[config.mk]
export PLATFORM = sky130hd
export DESIGN_NAME = dual_word_serial_master
export DESIGN_NICKNAME = d
export VERILOG_FILES = /design/src/rtl/dual_word_serial_master.sv
export SDC_FILE = /design/constraint.sdc
export NUM_CORES = 1
export LEC_CHECK = 0
export BUFFER_PORTS_ARGS = -buffer_cell sky130_fd_sc_hd__buf_2
export CAP_MARGIN = 10
export CORE_MARGIN = 1
export CORE_UTILIZATION = 41
export CTS_CLUSTER_DIAMETER = 80
export DETAILED_ROUTE_END_ITERATION = 12
export SYNTH_ARGS = -nofsm -noshare
export SYNTH_HDL_FRONTEND = slang
export SYNTH_SLANG_ARGS = --single-unit
export TNS_END_PERCENT = 1
[constraint.sdc]
create_clock -name clk -period 6.4 [get_ports clk]
set_input_delay 0.64 -clock clk [delete_from_list [all_inputs] [get_ports clk]]
set_output_delay 0.64 -clock clk [all_outputs]
set_load 0.02 [all_outputs]
[src/rtl/dual_word_serial_master.sv]
module dual_word_serial_master #(
  parameter int WORD_W = 16,
  parameter int DIV_W  = 2
) (
  input  logic              clk,
  input  logic              rst_n,
  input  logic              ext_clk_sel,
  input  logic              read_after,
  input  logic              inv_sclk,
  input  logic              inv_sync,
  input  logic [DIV_W-1:0]  div_sel,
  input  logic              conv_start,
  input  logic              conv_done,
  input  logic [WORD_W-1:0] res_a,
  input  logic [WORD_W-1:0] res_b,
  output logic              busy,
  output logic              sclk,
  output logic              sdout,
  output logic              sync,
  output logic              overrun
);
  localparam int FRAME_BITS = 2 * WORD_W;
  localparam int BIT_CW     = $clog2(FRAME_BITS);
  localparam int LOW_W      = $clog2(WORD_W);
  localparam int MAX_R      = 1 << ((1 << DIV_W) - 1);
  localparam int Q_W        = $clog2(4 * MAX_R) + 1;

  logic                  converting, conv_after;
  logic                  frame_active, frame_after;
  logic [Q_W-1:0]        q, quarter;
  logic [BIT_CW-1:0]     bit_idx;
  logic [FRAME_BITS-1:0] shreg, hold;
  logic                  hold_valid;

  logic [Q_W-1:0] r_sel, last_q, three_q;
  logic start_ok, conv_end, launch_after, launch_during, raw_sclk, raw_sync, lsb_tail;

  assign r_sel    = Q_W'(1) << div_sel;
  assign last_q   = (quarter << 2) - Q_W'(1);
  assign three_q  = (quarter << 1) + quarter;

  assign start_ok      = conv_start && !converting && !frame_active;
  assign conv_end      = conv_done && converting;
  assign launch_after  = conv_end && conv_after && !ext_clk_sel;
  assign launch_during = start_ok && !read_after && hold_valid && !ext_clk_sel;

  assign raw_sclk = frame_active && (q >= quarter) && (q < three_q);
  assign lsb_tail = (bit_idx[LOW_W-1:0] == LOW_W'(WORD_W - 1)) && (q >= three_q);
  assign raw_sync = frame_active && !lsb_tail;

  assign sclk  = raw_sclk ^ inv_sclk;
  assign sync  = raw_sync ^ inv_sync;
  assign sdout = frame_active & shreg[FRAME_BITS-1];
  assign busy  = converting | (frame_active & frame_after);

  always_ff @(posedge clk or negedge rst_n) begin
    if (!rst_n) begin
      converting   <= 1'b0;
      conv_after   <= 1'b0;
      frame_active <= 1'b0;
      frame_after  <= 1'b0;
      q            <= '0;
      quarter      <= Q_W'(1);
      bit_idx      <= '0;
      shreg        <= '0;
      hold         <= '0;
      hold_valid   <= 1'b0;
      overrun      <= 1'b0;
    end else begin
      if (start_ok) begin
        converting <= 1'b1;
        conv_after <= read_after;
      end else if (conv_end) begin
        converting <= 1'b0;
      end

      if (conv_start && frame_active)
        overrun <= 1'b1;

      if (conv_end && !conv_after) begin
        hold       <= {res_a, res_b};
        hold_valid <= 1'b1;
      end else if (launch_during) begin
        hold_valid <= 1'b0;
      end

      if (launch_after || launch_during) begin
        frame_active <= 1'b1;
        frame_after  <= launch_after;
        shreg        <= launch_after ? {res_a, res_b} : hold;
        quarter      <= launch_after ? r_sel : Q_W'(1);
        q            <= '0;
        bit_idx      <= '0;
      end else if (frame_active) begin
        if (q == last_q) begin
          q       <= '0;
          shreg   <= shreg << 1;
          bit_idx <= bit_idx + BIT_CW'(1);
          if (bit_idx == BIT_CW'(FRAME_BITS - 1))
            frame_active <= 1'b0;
        end else begin
          q <= q + Q_W'(1);
        end
      end
    end
  end
endmodule

Yosys cells after proc, flatten, opt, wreduce, memory -nomap -nowiden --
Cells that the tools add are included.
Cells by class: multiplexer cells 19, reduce and logical (&&, ||, !) cells 26, equal/unequal tests 3, magnitude comparators 3, shift-type cells 1, bitwise logic cells 5, add/subtract/negate cells 4
Operator list (number):
- 32-bit two-way mux | 4
- 6-bit two-way mux | 4
- 5-bit two-way mux | 3
- 1-bit logical AND | 14
- 6-bit >= comparator | 2
- 1-bit two-way mux | 8
- 2-bit nonzero test | 4
- 6-bit by 1-bit adder with 6-bit output (second input constant) | 1
- 6-bit adder | 1
- 6-bit equality test | 1
- 1-bit logical NOT | 6
- 6-bit < comparator | 1
- 1-bit by 2-bit left shift with 6-bit output (first input constant) | 1
- 6-bit by 1-bit subtractor with 6-bit output (second input constant) | 1
- 5-bit by 1-bit adder with 5-bit output (second input constant) | 1
- 5-bit equality test (second input constant) | 1
- 4-bit equality test (second input constant) | 1
- 1-bit AND | 2
- 2-bit AND reduction | 1
- 1-bit bitwise XOR | 2
- 1-bit logical OR | 1
- 1-bit OR | 1
Word-level totals: register bits after elaboration 87, word-level logic and storage cells 72, bits of input ports 42

Depth between registers and ports, before layout --
depth after elaboration 9, gate-level depth with buffers 12

Worst setup path before layout --
Ideal clock, no wire load.
kind register to output, start register quarter[2], end output sclk, buffers on the path 0, setup slack 3314 ps, required time 5760 ps, stages on the path, launching flop included 13, data arrival time 2446 ps, cells stage by stage dfrtp_1 > inv_1 > ha_1 > a21oi_1 > nor2_1 > nor2_1 > xnor2_1 > ha_1 > and3_1 > nand3_1 > o21ai_0 > a211oi_1 > xor2_1
On the way: cells in the longest elaborated chain, start to end 4, elaborated cells between the ends (all ways) 6, classes of those cells add/sub: 1; order compare: 2; bitwise: 1; reduce/logical: 2
Ends and longest elaborated chain:
- start: declaration | line 30 | logic [Q_W-1:0] q, quarter;
- start signal: assignment | line 91 | quarter <= launch_after ? r_sel : Q_W'(1);
- 6-bit adder / 6-bit >= comparator (equally long branches) | line 40, 47
- 6-bit < comparator / 1-bit logical AND (equally long branches) | line 47 | assign raw_sclk = frame_active && (q >= quarter) && (q < three_q);
- 1-bit logical AND * | line 47
- 1-bit bitwise XOR * | line 51 | assign sclk = raw_sclk ^ inv_sclk;
- end: declaration | line 17 | output logic sclk,
Every way passes the cells marked *; elsewhere a longest branch is shown, timed or not.

Worst setup path in the final report --
Ends and elaborated chain as after synthesis.

==> flow_summary.toml <==
[critical_path]
crit_type = "flop to output port"
reg2reg_to = "shreg[31]"
crit_path_end_kind = "output port"
worstPathRequired_ns = 5.76
worstRegToRegCells = 6
crit_fanout = 6
crit_arrival_ns = 2.95
r2r_slack_ns = 3.30
r2r-start = "converting"
crit_path_start_kind = "flop"

[clock_tree]
tritoncts = "done"
clk_pin_slew_ns = 0.09
clk_latency_ns = 0.37
cts_max_path_buffers = 2
cts_made_buffers = 9
hold_buffers = 0
cts.sinks = 85
root_buffer = "clkbuf_8"
postCtsSetupBuffers = 0
htreeDepth = 3
cts.repair.resized = 0

[timing]
slew_violations = 0
hold_ws_ns = 0.455
tightest_slew_ns = 1.07
fmax_ghz = 0.279
tns_ns = 0
setup_violations = 0
slew_headroom = 0.286
rsz0062_at_grt = "false"
fin_crit_sh = 0.561
min_period_ns = 3.59
hold_violations = 0
fin_skew_ns = 0.0128
worst_slack_ns = 2.81

[logic_synthesis]
synth_top_area_share = 0.472
syn_inst = 471
synth_top_area_cell = "dfrtp_1"
synth_nets = 534
ys.flop_type = "dfrtp_1"
yosysSeqAreaShare = 0.478
async_reset_ff_frac = 1.00
synth-edff-count = 0
synthTopCellsByArea = "dfrtp_1 (47%), mux2_2 (8.3%), a21oi_1 (7.6%)"
ys_types = 44
ys_ff_latch = 85
yosysWarningCount = 0
synth_area_per_cell_um2 = 9.46
syn_area_mm2 = 0.00445

[floorplan]
fp.dieW_um = 106
dieArea_mm2 = 0.0113
die_h_um = 106
ios = 47
design.core.area_mm2 = 0.0104
start_util = 0.428
rows = 37

[routing]
vias_per_cell = 5.41
num_vias = 3482
drtIter0Drc = 163
final_antenna_net_count = 0
drc_errors = 0
wl_per_cell_um = 14.4
finalWirelength_mm = 9.29
dr.pass1.iters = 5

[job]
cap_violations = 0

[grt]
grt_usage = 0.181
grt_pass1_vias = 3443
use_met2 = 0.282
globalRoute.busiestLayer = "met2"
grt_pass1_wl_mm = 16.2
antenna_found_initial = 0
grt-ovfl-total = 0
grt_max_degree = 86
grt_use_met3 = 0.0368
met1_usage = 0.249

[power]
power.density_mw_per_mm2 = 417
irDropWorstVdd_mv = 0.148
p_leak_nw = 2.30
finalPower_mw = 2.08

[finish]
syn_to_final_growth_pct = 12.3
num_antenna_cells = 0
area.sequential_mm2 = 0.00213
multi_input_area_mm2 = 0.00217
layout.nets = 566
drive_gt1_frac = 0.209
fillers = 999
stdcell_count = 644

[place]
portBuffers = 46
gp_congestion = 0.798
dpl.hpwl_mm = 6.02
dp_slack_ns = 2.99
place_inst = 628

[min_path]
hp-class = "input pin to async pin"

[outcome]
status = "finished, final reports clean"
[synth_stat cells (all sizes together) (2+ instances only)]
library cell and count:
a31oi 2, mux2i 2, and3 4, a21boi 2
nand3 35, and2 5, nor3b 2, nor2 10
buf 12, a211oi 3, a21o 4, xor2 5
nand2 83, or4 2, clkbuf 18, or3 3
o21ai 37, a21oi 68, o22ai 2, mux2 33
ha 20, inv 12, dfrtp 84, xnor2 6
[kinds of logic (layout without fill, tap and decap cells)]
| family | Yosys count | after routing | share of synthesized area |
|---|---|---|---|
| AOI/OAI and AO/OA | 126 | 126 | 0.154 |
| and+or+nand+nor | 150 | 150 | 0.154 |
| adders and majority gates | 21 | 21 | 0.0607 |
| buffers and inverters | 42 | 79 | 0.0382 |
| DFF | 85 | 85 | 0.478 |
| xor gates and xnor gates | 12 | 12 | 0.0270 |
| muxes | 35 | 35 | 0.0879 |
[worst max-delay path, cell delays in order (launching register included)]
cell and delay, ns:
dfrtp_1 0.49, inv_1 0.16, ha_1 0.30, a21oi_1 0.15, nor2_1 0.05, nor2_1 0.11, xnor2_1 0.13, ha_1 0.26
and3_1 0.18, nand3_1 0.09, o21ai_0 0.08, a211oi_1 0.26, xor2_1 0.15, buf_2 0.17
[layout by cell type (no fill, tap or decap), types with 2 or more instances in the layout]
| cell type | count |
|---|---|
| mux2_2 | 33 |
| a31oi_1 | 2 |
| and3_1 | 4 |
| ha_1 | 20 |
| inv_6 | 2 |
| xor2_1 | 5 |
| xnor2_1 | 6 |
| buf_4 | 6 |
| a21o_1 | 4 |
| inv_1 | 12 |
| a211oi_1 | 3 |
| buf_2 | 45 |
| bufinv_16 | 2 |
| o21ai_0 | 37 |
| and2_1 | 4 |
| clkinvlp_4 | 2 |
| a21oi_1 | 67 |
| nand2_1 | 83 |
| nor2_1 | 10 |
| or4_1 | 2 |
| o22ai_1 | 2 |
| dfrtp_1 | 84 |
| nand3_1 | 35 |
| or3_1 | 3 |
| mux2i_1 | 2 |
| nor3b_1 | 2 |
| clkbuf_8 | 9 |
| a21boi_0 | 2 |
[stage by stage]
step | util | instance area (µm²)
after floorplan | - | 4450
after global placement | 0.459 | 4780
after detailed placement | 0.459 | 4780
after CTS | 0.480 | 5000
after global routing | 0.480 | 5000
final | 0.480 | 5000
[how the worst max path moves through the flow]
| stage | startpoint | slack [ns] | end | depth (start not counted) |
|---|---|---|---|---|
| floorplan | quarter[2] | 3.31 | sclk | 12 |
| global placement | conv_done | 3.04 | shreg[31] | 7 |
| detailed placement | conv_done | 2.99 | shreg[31] | 7 |
| CTS | quarter[2] | 2.78 | sclk | 13 |
| global route | quarter[2] | 2.56 | sclk | 13 |
| finish | quarter[2] | 2.81 | sclk | 13 |
[report_power, final]
part | switching, mW | internal [mW] | leakage [nW]
sequential | 0.161 | 0.749 | 1.08
clock | 0.206 | 0.222 | 0.106
combinational | 0.384 | 0.362 | 1.12
total | 0.751 | 1.33 | 2.30
[final cells by class]
cell class                 count  share of cell area
clock buffer                   9              0.0248
tap                          136              0.0340
timing repair buffer          51              0.0540
multi-input combinational    344               0.433
inverter                      12             0.00900
sequential                    85               0.425
clock inverter                 7              0.0195
[layer usage]
metal,share of wire,vias to the layer above,routed length (µm)
met3,0.034,15,318
li1,-,1710,-
met1,0.49,1695,4550
met5,0,-,0
met4,0.018,0,170
met2,0.46,62,4250
[flip-flops by register name, indices dropped and copies added, names as in the netlist, 4 cells and up]
| name | cells |
|---|---|
| hold | 32 |
| bit_idx | 5 |
| q | 6 |
| quarter | 4 |
| shreg | 32 |
No activity file was read; power rests on OpenSTA's default activity.
